File: src/rtl/wkt_pkg.sv
package wkt_pkg;
    typedef enum logic [1:0] {
        ST_IDLE  = 2'd0,
        ST_RUN   = 2'd1,
        ST_DRAIN = 2'd2
    } wkt_state_e;

    localparam int          DIV_CNT   = 4;
    localparam logic [2:0]  SEL_DIV2  = 3'b011;
    localparam int          RDATA_W   = 32;
endpackage

File: src/rtl/wkt_prescale.sv
module wkt_prescale #(
    parameter int PRE_W = 4
) (
    input  logic       clk,
    input  logic       rst_n,
    input  logic [2:0] sel,
    input  logic       sec_tick,
    output logic       tick
);
    import wkt_pkg::*;

    logic [PRE_W-1:0]   pre_q;
    logic [DIV_CNT-1:0] div_tick;

    always_ff @(posedge clk or negedge rst_n) begin
        if (!rst_n) pre_q <= '0;
        else        pre_q <= pre_q + PRE_W'(1);
    end

    // code i divides by 2**(PRE_W-i): all low bits of the prescaler at one
    for (genvar i = 0; i < DIV_CNT; i++) begin : g_div
        assign div_tick[i] = &pre_q[PRE_W-1-i:0];
    end

    always_comb begin
        if (sel[2]) tick = sec_tick;
        else        tick = div_tick[sel[1:0]];
    end

    // the divide-by-two tick alternates
    a_r2_div2_alternates: assert property (@(posedge clk) disable iff (!rst_n)
        (sel == SEL_DIV2 && tick) |=> (sel != SEL_DIV2 || !tick));
endmodule

File: src/rtl/wkt_ctrl.sv
module wkt_ctrl #(
    parameter int RLD_W = 16
) (
    input  logic             clk,
    input  logic             rst_n,
    input  logic             tick,
    input  logic             ctrl_we,
    input  logic             ctrl_en,
    input  logic [2:0]       ctrl_sel,
    input  logic             ctrl_ie,
    input  logic             rld_we,
    input  logic [RLD_W-1:0] rld_wdata,
    output logic [2:0]       sel_q,
    output logic             ie_q,
    output logic [RLD_W-1:0] rld_q,
    output logic             run,
    output logic             wr_ok,
    output logic             load,
    output logic [RLD_W:0]   load_val,
    output logic [RLD_W:0]   reload_val
);
    import wkt_pkg::*;

    wkt_state_e       state_q, state_nx;
    logic             rld_acc, sel_acc;
    logic [RLD_W-1:0] rld_nx;
    logic [2:0]       sel_nx;

    // state register
    always_ff @(posedge clk or negedge rst_n) begin
        if (!rst_n) state_q <= ST_IDLE;
        else        state_q <= state_nx;
    end

    // transitions
    always_comb begin
        state_nx = state_q;
        unique case (state_q)
            ST_IDLE:  if (ctrl_we && ctrl_en)  state_nx = ST_RUN;
            ST_RUN:   if (ctrl_we && !ctrl_en) state_nx = ST_DRAIN;
            ST_DRAIN: if (tick)                state_nx = ST_IDLE;
            default:                           state_nx = ST_IDLE;
        endcase
    end

    // state-decoded outputs
    always_comb begin
        wr_ok = 1'b0;
        run   = 1'b0;
        load  = 1'b0;
        unique case (state_q)
            ST_IDLE: begin
                wr_ok = 1'b1;
                load  = ctrl_we && ctrl_en;
            end
            ST_RUN:   run = 1'b1;
            ST_DRAIN: ;
            default:  ;
        endcase
    end

    // configuration acceptance, refusing the forbidden pairing
    always_comb begin
        rld_acc  = rld_we && wr_ok && !((rld_wdata == '0) && (sel_q == SEL_DIV2));
        rld_nx   = rld_acc ? rld_wdata : rld_q;
        sel_acc  = ctrl_we && wr_ok && !((ctrl_sel == SEL_DIV2) && (rld_nx == '0));
        sel_nx   = sel_acc ? ctrl_sel : sel_q;
        load_val   = {sel_nx[2] & sel_nx[1], rld_nx};
        reload_val = {sel_q[2] & sel_q[1], rld_q};
    end

    always_ff @(posedge clk or negedge rst_n) begin
        if (!rst_n) begin
            rld_q <= '1;
            sel_q <= 3'b000;
            ie_q  <= 1'b0;
        end else begin
            rld_q <= rld_nx;
            sel_q <= sel_nx;
            if (ctrl_we) ie_q <= ctrl_ie;
        end
    end

    // reload frozen while not writable
    a_r6_reload_locked: assert property (@(posedge clk) disable iff (!rst_n)
        (state_q != ST_IDLE) |=> $stable(rld_q));
    // tick select frozen while not writable
    a_r7_sel_locked: assert property (@(posedge clk) disable iff (!rst_n)
        (state_q != ST_IDLE) |=> $stable(sel_q));
    // the refused pairing never held
    a_r8_no_forbidden: assert property (@(posedge clk) disable iff (!rst_n)
        !((sel_q == SEL_DIV2) && (rld_q == '0)));
    // an enabling write from IDLE starts the run
    a_r6_enable_starts: assert property (@(posedge clk) disable iff (!rst_n)
        (state_q == ST_IDLE && ctrl_we && ctrl_en) |=> (state_q == ST_RUN));
endmodule

File: src/rtl/wkt_count.sv
module wkt_count #(
    parameter int CNT_W = 17
) (
    input  logic             clk,
    input  logic             rst_n,
    input  logic             tick,
    input  logic             run,
    input  logic             load,
    input  logic [CNT_W-1:0] load_val,
    input  logic [CNT_W-1:0] reload_val,
    input  logic             flag_clr,
    output logic             flag_q
);
    logic [CNT_W-1:0] cnt_q;
    logic             expire;

    assign expire = run && tick && (cnt_q == '0);

    always_ff @(posedge clk or negedge rst_n) begin
        if (!rst_n) begin
            cnt_q <= '0;
        end else if (load) begin
            cnt_q <= load_val;
        end else if (run && tick) begin
            if (cnt_q == '0) cnt_q <= reload_val;
            else             cnt_q <= cnt_q - CNT_W'(1);
        end
    end

    always_ff @(posedge clk or negedge rst_n) begin
        if (!rst_n)       flag_q <= 1'b0;
        else if (expire)  flag_q <= 1'b1;
        else if (flag_clr) flag_q <= 1'b0;
    end

    // count only moves on a counted tick or a load
    a_r3_hold_without_tick: assert property (@(posedge clk) disable iff (!rst_n)
        (!load && !(run && tick)) |=> $stable(cnt_q));
    // reaching zero on a tick raises the flag
    a_r3_zero_sets_flag: assert property (@(posedge clk) disable iff (!rst_n)
        (run && tick && cnt_q == '0) |=> flag_q);
    // flag sticky until cleared
    a_r9_sticky: assert property (@(posedge clk) disable iff (!rst_n)
        (flag_q && !flag_clr) |=> flag_q);
    // no new flag while stopped
    a_r7_no_set_stopped: assert property (@(posedge clk) disable iff (!rst_n)
        !run |=> !$rose(flag_q));
endmodule

File: src/rtl/wkup_timer.sv
module wkup_timer #(
    parameter int RLD_W = 16,
    parameter int PRE_W = 4
) (
    input  logic             clk,
    input  logic             rst_n,
    input  logic             sec_tick,
    input  logic             ctrl_we,
    input  logic             ctrl_en,
    input  logic [2:0]       ctrl_sel,
    input  logic             ctrl_ie,
    input  logic             rld_we,
    input  logic [RLD_W-1:0] rld_wdata,
    input  logic             flag_clr,
    output logic [31:0]      rld_rdata,
    output logic [2:0]       sel_rdata,
    output logic             running,
    output logic             wr_ok,
    output logic             wake_flag,
    output logic             irq
);
    import wkt_pkg::*;

    localparam int CNT_W = RLD_W + 1;

    logic             tick, ie_q, load;
    logic [2:0]       sel_q;
    logic [RLD_W-1:0] rld_q;
    logic [CNT_W-1:0] load_val, reload_val;

    wkt_prescale #(.PRE_W(PRE_W)) u_pre (
        .clk(clk), .rst_n(rst_n), .sel(sel_q), .sec_tick(sec_tick), .tick(tick)
    );

    wkt_ctrl #(.RLD_W(RLD_W)) u_ctrl (
        .clk(clk), .rst_n(rst_n), .tick(tick),
        .ctrl_we(ctrl_we), .ctrl_en(ctrl_en), .ctrl_sel(ctrl_sel), .ctrl_ie(ctrl_ie),
        .rld_we(rld_we), .rld_wdata(rld_wdata),
        .sel_q(sel_q), .ie_q(ie_q), .rld_q(rld_q),
        .run(running), .wr_ok(wr_ok), .load(load),
        .load_val(load_val), .reload_val(reload_val)
    );

    wkt_count #(.CNT_W(CNT_W)) u_cnt (
        .clk(clk), .rst_n(rst_n), .tick(tick), .run(running), .load(load),
        .load_val(load_val), .reload_val(reload_val),
        .flag_clr(flag_clr), .flag_q(wake_flag)
    );

    assign rld_rdata = {{(RDATA_W-RLD_W){1'b0}}, rld_q};
    assign sel_rdata = sel_q;
    assign irq       = wake_flag & ie_q;

    // interrupt never without the flag
    a_r10_irq_needs_flag: assert property (@(posedge clk) disable iff (!rst_n)
        irq |-> wake_flag);
    // not writable while running
    a_r6_locked_running: assert property (@(posedge clk) disable iff (!rst_n)
        running |-> !wr_ok);
endmodule

File: config.mk
export PLATFORM = sky130hd
export DESIGN_NAME = wkup_timer
export DESIGN_NICKNAME = d
export VERILOG_FILES = /design/src/rtl/wkt_pkg.sv /design/src/rtl/wkt_prescale.sv /design/src/rtl/wkt_ctrl.sv /design/src/rtl/wkt_count.sv /design/src/rtl/wkup_timer.sv
export SDC_FILE = /design/constraint.sdc
export NUM_CORES = 1
export LEC_CHECK = 0
export CORE_AREA = 2 2 79 81
export CTS_BUF_LIST = sky130_fd_sc_hd__clkbuf_8
export CTS_CLUSTER_DIAMETER = 200
export DETAILED_ROUTE_END_ITERATION = 8
export DIE_AREA = 0 0 81 83
export GPL_ROUTABILITY_DRIVEN = 0
export GPL_TIMING_DRIVEN = 0
export PLACE_DENSITY = 0.85
export REMOVE_ABC_BUFFERS = 1
export SYNTH_ARGS = -nofsm -noshare
export SYNTH_HDL_FRONTEND = slang
export SYNTH_SLANG_ARGS = --single-unit
File: constraint.sdc
create_clock -name clk -period 2 [get_ports clk]
set_input_delay 0.4 -clock clk [delete_from_list [all_inputs] [get_ports clk]]
set_output_delay 0.4 -clock clk [all_outputs]
set_load 0.02 [all_outputs]
After elaboration in Yosys (flattened, before gate mapping)
Index checks and enable logic that the tools add are counted.
Cells by class
  $mul: 0
  magnitude comparators: 1
  equality and inequality tests: 7
  multiplexer cells: 17
  divide/modulo/power cells: 0
  bitwise gates (word level): 3
  reductions and logical operators: 23
  shift-type cells: 0
  add/subtract/negate cells: 2
Operators by type and width (number)
  17-bit 2-to-1 mux: 3
  16-bit logical NOT: 2
  17-bit logical NOT: 1
  17-bit by 1-bit subtractor with 17-bit output (second input constant): 1
  16-bit 2-to-1 mux: 1
  1-bit logical AND: 10
  1-bit 2-to-1 mux: 7
  3-bit by 2-bit == test with 1-bit output (second input constant): 2
  2-bit 2-to-1 mux: 3
  2-bit by 1-bit inequality test with 1-bit output (second input constant): 3
  2-bit one-hot mux with 3 select lines: 1
  3-bit AND reduction: 2
  4-bit by 1-bit adder with 4-bit output (second input constant): 1
  4-bit AND reduction: 1
  2-bit nonzero test: 2
  1-bit AND: 3
  1-bit logical NOT: 3
  2-bit by 3-bit < comparator with 1-bit output (second input constant): 1
  3-bit 2-to-1 mux: 1
  1-bit binary-select mux with 2-bit select: 1
  2-bit by 1-bit == test with 1-bit output (second input constant): 1
  2-bit == test (second input constant): 1
  2-bit logical NOT: 1
  2-bit AND reduction: 1
Word-level totals
  bits in latches: 0
  bits of input ports: 27
  memories kept: 0
  register bits: 44
  memory bits (read-only): 0
  memory bits (writable): 0

Depth between registers and ports, before layout
Gate-level depths: netlist (run 1).
  depth after elaboration: 12
  depth in mapped cells: 8
  depth with buffers taken out: 7

By module
From an unflattened synthesis (run 1), not the netlist that was laid out.
Second synthesis, totals
  cells, all modules: 316
  area total of the unflattened synthesis: 3080.5 µm²
By module, submodules not included
  wkt_count: area an instance 1392.6 µm², cells each 169, sequential area each 450.4 µm², times used 1
  wkt_ctrl: area an instance 1375.1 µm², cells each 115, sequential area each 570.5 µm², times used 1
  wkt_prescale: area an instance 182.7 µm², cells each 14, sequential area each 100.1 µm², times used 1
  wkup_timer: area an instance 130.1 µm², cells each 18, sequential area each 0.0 µm², times used 1

Worst setup path before layout (run 1)
OpenSTA, ideal clock, no wires.
  kind: input port to flip-flop
  from: in rld_wdata[15]
  to: reg u_cnt.cnt_q[15]
  stages on the path: 7
  slack: -135 ps
  path buffers: 1
  data arrival time: 2005 ps
  library setup time: 130 ps
  path through: nor4_1 -> nand4_1 -> o21ai_2 -> buf_2 -> mux2_2 -> a22oi_1 -> o21ai_0
On the way
  word-level cells in the longest chain between the ends: 6
RTL lines
  start: declaration: line wkup_timer.sv:13  | input logic [RLD_W-1:0] rld_wdata,
  16-bit logical NOT: line wkt_ctrl.sv:64  | rld_acc = rld_we && wr_ok && !((rld_wdata == '0) && (sel_q == SEL_DIV2));
  1-bit logical AND: line wkt_ctrl.sv:64
  1-bit logical NOT: line wkt_ctrl.sv:64
  1-bit logical AND: line wkt_ctrl.sv:64
  16-bit 2-to-1 mux (*): line wkt_ctrl.sv:65  | rld_nx = rld_acc ? rld_wdata : rld_q;
  net load_val[15]: line wkup_timer.sv:29  | logic [CNT_W-1:0] load_val, reload_val;
  17-bit 2-to-1 mux (*): line wkt_count.sv:22  | end else if (load) begin
  end signal: assignment: line wkt_count.sv:23  | cnt_q <= load_val;
  end signal: assignment: line wkt_count.sv:25  | if (cnt_q == '0) cnt_q <= reload_val;
  end signal: assignment: line wkt_count.sv:26  | else cnt_q <= cnt_q - CNT_W'(1);
  end: declaration: line wkt_count.sv:14  | logic [CNT_W-1:0] cnt_q;
Mark *: on every way through the listed nets, which the timed path passes. The rest lies on a longest branch.
A chain may end at the register's enable or synchronous reset.

Worst setup path in the final report (run 1)
  from: reg u_cnt.cnt_q[3]
  to: reg u_cnt.cnt_q[9]
On the way
  word-level cells in the longest chain between the ends: 4
  elaborated cells between the ends (all ways): 5
  classes of those cells: add/sub: 1; mux: 3; reduce/logical: 1
RTL lines
  17-bit by 1-bit subtractor with 17-bit output or 17-bit logical NOT (tied branches): line wkt_count.sv:26, wkt_count.sv:25
  17-bit 2-to-1 mux (*): line wkt_count.sv:25
  17-bit 2-to-1 mux (*): line wkt_count.sv:24  | end else if (run && tick) begin
  17-bit 2-to-1 mux (*): line wkt_count.sv:22
Mark *: on every way between the ends. The rest lies on a longest branch, timed or not. The select of a mux whose other input is x is not followed.

==> results of run 1 <==
sequential cells by signal, summed over array words and instances (netlist names):
signal and cells:
u_cnt.flag_q 1, u_ctrl.state_q 2, u_cnt.cnt_q 17, u_pre.pre_q 4, u_ctrl.sel_q 3, u_ctrl.ie_q 1, u_ctrl.rld_q 16
cell usage in the layout, fill, tap and decap left out, types with 3 or more instances in the layout:
master	synthesis	layout
buf_4	16	27
inv_1	10	10
mux2_4	0	7
nor2_2	0	5
o211ai_1	7	7
conb_1	1	16
nor2_4	2	3
o21ai_0	10	8
nor4_4	1	6
or4_1	5	3
dfstp_2	16	16
a221o_1	4	4
nor3_4	0	4
xnor2_1	3	3
nor3_1	8	3
or4_4	1	4
nor2_1	24	18
mux2_2	15	8
nand3_1	5	5
clkdlybuf4s50_1	0	33
dlygate4sd2_1	0	7
a21oi_1	10	7
clkbuf_8	0	5
buf_6	1	5
dfrtp_2	0	5
a22o_1	3	3
buf_12	0	3
nand2_1	24	21
and2_1	4	3
dfrtp_1	28	23
buf_2	3	5
path summary, 6_finish.rpt:
check                           cells past startpoint                            end                     startpoint
worst min-delay path                                1     u_cnt.cnt_q[2]$_DFFE_PN0P_                          rst_n
worst max-delay path                                6     u_cnt.cnt_q[9]$_DFFE_PN0P_     u_cnt.cnt_q[3]$_DFFE_PN0P_
min in group clk                                    2      u_ctrl.rld_q[8]$_DFF_PN1_                   rld_wdata[8]
worst max register to register                      6     u_cnt.cnt_q[9]$_DFFE_PN0P_     u_cnt.cnt_q[3]$_DFFE_PN0P_
max in group asynchronous                           2     u_ctrl.rld_q[12]$_DFF_PN1_                          rst_n
worst min register to register                      1  u_ctrl.state_q[0]$_DFFE_PN0P_  u_ctrl.state_q[1]$_DFFE_PN0P_
metal layers:
| metal | up-vias | wire, µm |
|---|---|---|
| li1 | 1120 | - |
| met1 | 1278 | 3030 |
| met2 | 218 | 4374 |
| met3 | 71 | 800 |
| met4 | 0 | 617 |
| met5 | - | 0 |
per-stage QoR:
step / power (µW) / hold WS (ns)
final: 5168 / -0.002328
after global routing: 5378 / 0.02623
after floorplan: 2857 / 0.1044
after CTS: 4710 / 0.008111
after detailed placement: 3599 / 0.3192
after global placement: 3536 / 0.4514
power breakdown:
part / switching (µW) / total, µW / internal (µW)
clock: 310 / 545 / 236
combinational: 1430 / 2790 / 1360
sequential: 499 / 1830 / 1330
timing repair:
action,4_1_cts,5_1_grt
buffers inserted,24,11
hold buffers,0,0
pin swaps,18,14
resized for setup,91,28
setup endpoints to repair,38,22
gates cloned,2,1
kinds of logic (layout without fill, tap and decap cells):
| group | Yosys count | count (layout) |
|---|---|---|
| AND/OR/NAND/NOR | 98 | 100 |
| flip-flops | 44 | 44 |
| multiplexers | 16 | 16 |
| other | 1 | 16 |
| adder cells (fa/ha/maj) | 3 | 3 |
| buffers and inverters | 34 | 104 |
| XOR/XNOR | 5 | 5 |
| AO/OA/AOI/OAI | 61 | 61 |
worst reg2reg max path, stage by stage, from the launching register on:
cell and delay, ns:
dfrtp_2 0.44, nor4_4 0.38, nand2_4 0.15, or4_2 0.73, nand2_1 0.12, o211ai_1 0.14, nand2_1 0.17
final cells by class:
type	count	area, µm²	share of cell area (%)
multi-input combinational	201	1665	43.57
sequential	44	1127	29.49
timing repair buffer	86	817.0	21.37
tap	75	93.84	2.455
clock buffer	5	68.82	1.800
inverter	10	37.54	0.9820
clock inverter	3	12.51	0.3273
==> metrics, run 1 <==
Worst Setup Start Kind flop; Vias 2687; largest fanout on the critical path 7; num rows 28; Clk pin slew, worst setup/hold paths 0.08 ns; Skew-Pair Late Insertion Delay 0.30 ns; Setup-failing EPs final 19; Place WS -1.236 ns; TritonCTS clock tree yes; Post-synth top cells dfrtp_1, nand2_1, nor2_1; most frequent cell after synthesis dfrtp_1; area grow syn2layout 48.81%; Power Density 1352 nW/µm²; Synth warnings 0; worst-case clock buffer depth 2; Nets 378; area of placed instances 3063 µm²; chip height 83 µm; Syn Area/Cell 9.804 µm²; Worst slew margin 59.17%; multiplexer share of the synthesized area 6.965%; largest cells by area after synthesis dfrtp_1, dfstp_2, mux2_2; hold crit path type input pin to asynchronous set/reset pin; Finished Layout Cells 424; simple-gate area share of the yosys netlist 20.99%; outcome finished with violations; largest family of logic cells by synthesized area simple AND/OR/NAND/NOR gates; Slew Viols, Final 0; hpwl dp 4.732 mm; Worst Path Required 2.22 ns; Filler cells 420; Via density 6.337; Post-Route WL 8.822 mm; Port Buffers 49; Starting Density 44.17%; Pleak 0.001607 µW; Cell Area, Synth 2569 µm²; die area 6723 µm²; Post-Place Cells 378; Seq cells post-synth 44; TNS Setup -2.069 ns; Most used DFF post-synth dfrtp_1; layer with the highest usage met2; Synth area leader dfrtp_1; Worst Tran Pin Value 0.6069 ns; GRT met3 Usage 4.239%; Final Instance Area 3822 µm²; I/O Pins 66; Final Hold Fails 4; Final Skew 0.006577 ns; XOR/XNOR Fraction of Synth Area 1.705%; Final Critical Period 2.191 ns; fin crit share 109.6%; synth unique cells 60; Post-Synth Adder-Cell Area 1.461%; kind of critical path flop to flop; Bufs and invs on worst path 0; post-synthesis async set-or-reset flop share 100.0%; post-synth top area share 27.28%; initial drt markers 311; vias in the first global route 2558; crit path DAT 2.42 ns; number of H-tree levels 2; Max Cap Viol 0; drt drc 0; peak supply drop 0.7251 mV; cell mode on critical path nand2_1; Crit. End Element flop; sequential share of the synthesized area 43.64%; met2 Use GR 38.54%; routed wire length per instance 20.81 µm; Core Util, Final 65.73%; slowest CP cell or4_2; Die X 81 µm; CTS buffer count 5; Fmax 456.3 MHz; drt first pass iters 6; Gate Count Post-Synth 262; EDFF count, synth 0; grt ovf 0; Core Area 5816 µm²; reg2reg setup slack -0.19 ns; number of nets still failing antenna checks after routing 0; Ant. Diodes 0; largest net degree at the start of global routing 31; Synth Area in Compound Gates 17.34%; worst stage delay on the critical path 0.72 ns; clk sink count 44; share of cells above drive strength 1 40.69%; first-pass GRT wire length 12.24 mm; initial antenna violation count 0; M1 GR Usage 27.61%; clk root buf clkbuf_8; hold slack -0.002328 ns; final worst setup slack -0.1914 ns; aggregate global-route resource usage 23.42%; RSZ-0062 raised after global routing yes; delay-heaviest family, CP simple AND/OR/NAND/NOR gates; failing checks hold timing, setup timing; crit-path cells nor4_4, nand2_4, or4_2, nand2_1, o211ai_1, nand2_1
(Power assumes the default switching activity.)
==> run 2, diff against run 1 <==
- PLACE_DENSITY: 0.85 -> not set
- PLACE_DENSITY_LB_ADDON: not set -> 0.08
==> run 2 against run 1 <==
Compared with the run above:
- the run still ends with hold timing, setup timing left
- worst setup slack better by 0.073 ns
- die area unchanged
- worst hold slack worse by 0.0012 ns
- fmax up 3.5%
- global-route usage down 0.14 points
- utilization up 3.6 points
- sequential power about the same
- register-to-register slack better by 0.07 ns
- non-clock buffer count up 16
- first-iteration DRC count down 25%
- routed wire length down 7.4%
==> metrics, run 2 (synthesized netlist as in run 1, its figures left out) <==
number of H-tree levels 2 (unchanged); Ant. Diodes 0 (unchanged); top flop regs u_cnt.cnt_q: 17 flops, u_ctrl.rld_q: 16 flops, u_pre.pre_q: 4 flops; Max Cap Viol 0 (unchanged); vias in the first global route 2330 (-8.9%); Worst Path Required 2.19 ns (-0.03 ns); worst stage delay on the critical path 0.44 ns (-0.28 ns); Die X 81 µm (unchanged); Via density 5.745 (-9.3%); die area 6723 µm² (unchanged); Fmax 472.1 MHz (+3.5%); fin crit share 105.9% (-3.7 points); largest reg by FF count u_cnt.cnt_q; worst-case clock buffer depth 2 (unchanged); num rows 28 (unchanged); CTS buffer count 5 (unchanged); Starting Density 44.17% (unchanged); area grow syn2layout 56.89%; Power Density 1411 nW/µm² (+4.4%); clk root buf clkbuf_8; Clock power frac 16.8% (+6.3 points); slowest CP cell o41a_1; Pleak 0.001743 µW (+8.5%); first-pass GRT wire length 12.01 mm (-1.9%); largest fanout on the critical path 5 (-2); hold buffers post-CTS 0 (unchanged); hpwl dp 4.748 mm (+0.34%); clk sink count 44 (unchanged); routed wire length per instance 18.56 µm (-11%); Post-Place Cells 378 (unchanged); peak supply drop 0.6405 mV (-12%); Final Hold Fails 9 (+5); Slew Viols, Final 0 (unchanged); Vias 2528 (-5.9%); Post-Route WL 8.168 mm (-7.4%); RSZ-0062 raised after global routing yes; Finished Layout Cells 440 (+3.8%); drt drc 0 (unchanged); crit path DAT 2.31 ns (-0.11 ns); Crit. End Element flop; Psw 2246 µW (about the same); Switching Share 39.48% (-3.9 points); Setup-failing EPs final 16 (-3); number of nets still failing antenna checks after routing 0 (unchanged); chip height 83 µm (unchanged); Skew-Pair Late Insertion Delay 0.31 ns (about the same); share of cells above drive strength 1 44.66% (+4.0 points); Worst Setup Start Kind flop; Final Skew 0.01545 ns (+0.008870 ns); overall power 5687 µW (+10%); Clk pin slew, worst setup/hold paths 0.08 ns (about the same); most frequent cells in the layout buf_4, clkdlybuf4s50_1, dfrtp_1, nor2_1, nand2_1; Worst slew margin 66.67% (+7.5 points); kind of critical path flop to flop; TNS Setup -1.110 ns (+0.9594 ns); Port Buffers 49 (unchanged); crit-path cells ha_2, buf_4, nor2_1, o41a_1, buf_6, nor4_4, a21oi_1, a211o_1; outcome finished with violations; most common cell after layout, fill and taps aside buf_4; TritonCTS clock tree yes; max reg flops 17 (unchanged); drt first pass iters 4 (-2); Seq pwr share 32.0% (-3.4 points); initial antenna violation count 0 (unchanged); grt ovf 0 (unchanged); failing checks hold timing, setup timing; largest net degree at the start of global routing 31 (unchanged); Comb power frac 51.3% (-2.7 points); hold slack -0.003551 ns (-0.001223 ns); Worst Tran Pin Value 0.4945 ns (-0.1124 ns); hold crit path type input pin to asynchronous set/reset pin; Nets 394 (+4.2%); aggregate global-route resource usage 23.29% (-0.14 points); I/O Pins 66 (unchanged); final worst setup slack -0.1183 ns (+0.07310 ns); initial drt markers 232 (-25%); Final Critical Period 2.118 ns (-0.07310 ns); Core Area 5816 µm² (unchanged); Int Power 3442 µW (+18%)
-- run 2: cell types whose count changed in the layout (fill, tap and decap cells not counted), sizes merged --
| cell | delta |
|---|---|
| clkdlybuf4s15 | +1 |
| clkbuf | +1 |
| inv | -2 |
| bufinv | +3 |
| buf | +12 |
| or4 | -1 |
| dlymetal6s2s | +4 |
| clkinv | -1 |
| nor2 | +1 |
| clkdlybuf4s50 | -2 |
-- run 2: timing repair --
action | CTS | global route
gates cloned | 2 | 0
endpoints found under the setup margin | 39 | 24
setup buffers | 33 | 20
resized for setup | 74 | 50
pin swaps | 27 | 22
-- run 2: final timing paths --
kind                                          startpoint                           to  slack [ns]  depth (start not counted)
worst max-delay path            u_pre.pre_q[0]$_DFF_PN0_  u_cnt.cnt_q[14]$_DFFE_PN0P_       -0.12                          8
max in group asynchronous                          rst_n   u_ctrl.rld_q[12]$_DFF_PN1_        1.44                          2
worst min register to register  u_pre.pre_q[3]$_DFF_PN0_     u_pre.pre_q[3]$_DFF_PN0_        0.48                          1
min in group clk                            rld_wdata[8]    u_ctrl.rld_q[8]$_DFF_PN1_        0.39                          2
worst max register to register  u_pre.pre_q[0]$_DFF_PN0_  u_cnt.cnt_q[14]$_DFFE_PN0P_       -0.12                          8
worst min-delay path                               rst_n   u_cnt.cnt_q[2]$_DFFE_PN0P_      -0.004                          1
-- run 2: power by group through the flow --
stage,clock [µW],sequential (µW),combinational [µW]
2_1_floorplan,0,1850,1000
3_3_place_gp,0,1760,1840
3_5_place_dp,0,1750,1860
4_1_cts,957,1790,2450
5_1_grt,989,1850,3110
6_report,953,1820,2920
-- run 2: cell type report --
| class | instances | area [µm²] |
|---|---|---|
| fill | 432 | 1785 |
| multi-input combinational | 201 | 1672 |
| sequential | 44 | 1130 |
| timing repair buffer | 102 | 938.4 |
| tap | 75 | 93.84 |
| clock inverter | 3 | 90.09 |
| clock buffer | 5 | 68.82 |
| inverter | 10 | 37.54 |
-- run 2: per-stage QoR --
| stage | setup WS [ns] | cell area (µm²) | util (%) |
|---|---|---|---|
| floorplan | -0.2730 | 2464 | - |
| global placement | -1.317 | 3048 | 52.41 |
| detailed placement | -1.311 | 3063 | 52.67 |
| CTS | -0.1800 | 3732 | 64.18 |
| global route | -0.2367 | 4030 | 69.30 |
| finish | -0.1183 | 4030 | 69.30 |
-- run 2: critical path: cells and delay by family (launching register included) --
| kind | cells | cell delay (ns) |
|---|---|---|
| compound gates | 3 | 0.79 |
| simple gates | 2 | 0.38 |
| flops | 1 | 0.36 |
| buf+inv | 2 | 0.26 |
| fa+ha+maj | 1 | 0.21 |
-- run 2: layer usage --
layer	track usage, %	routed length (µm)	vias to the layer above
met4	8.937	278	0
met1	32.03	3426	1228
met2	36.59	3875	123
met5	0	0	-
met3	3.587	588	28
li1	-	-	1149
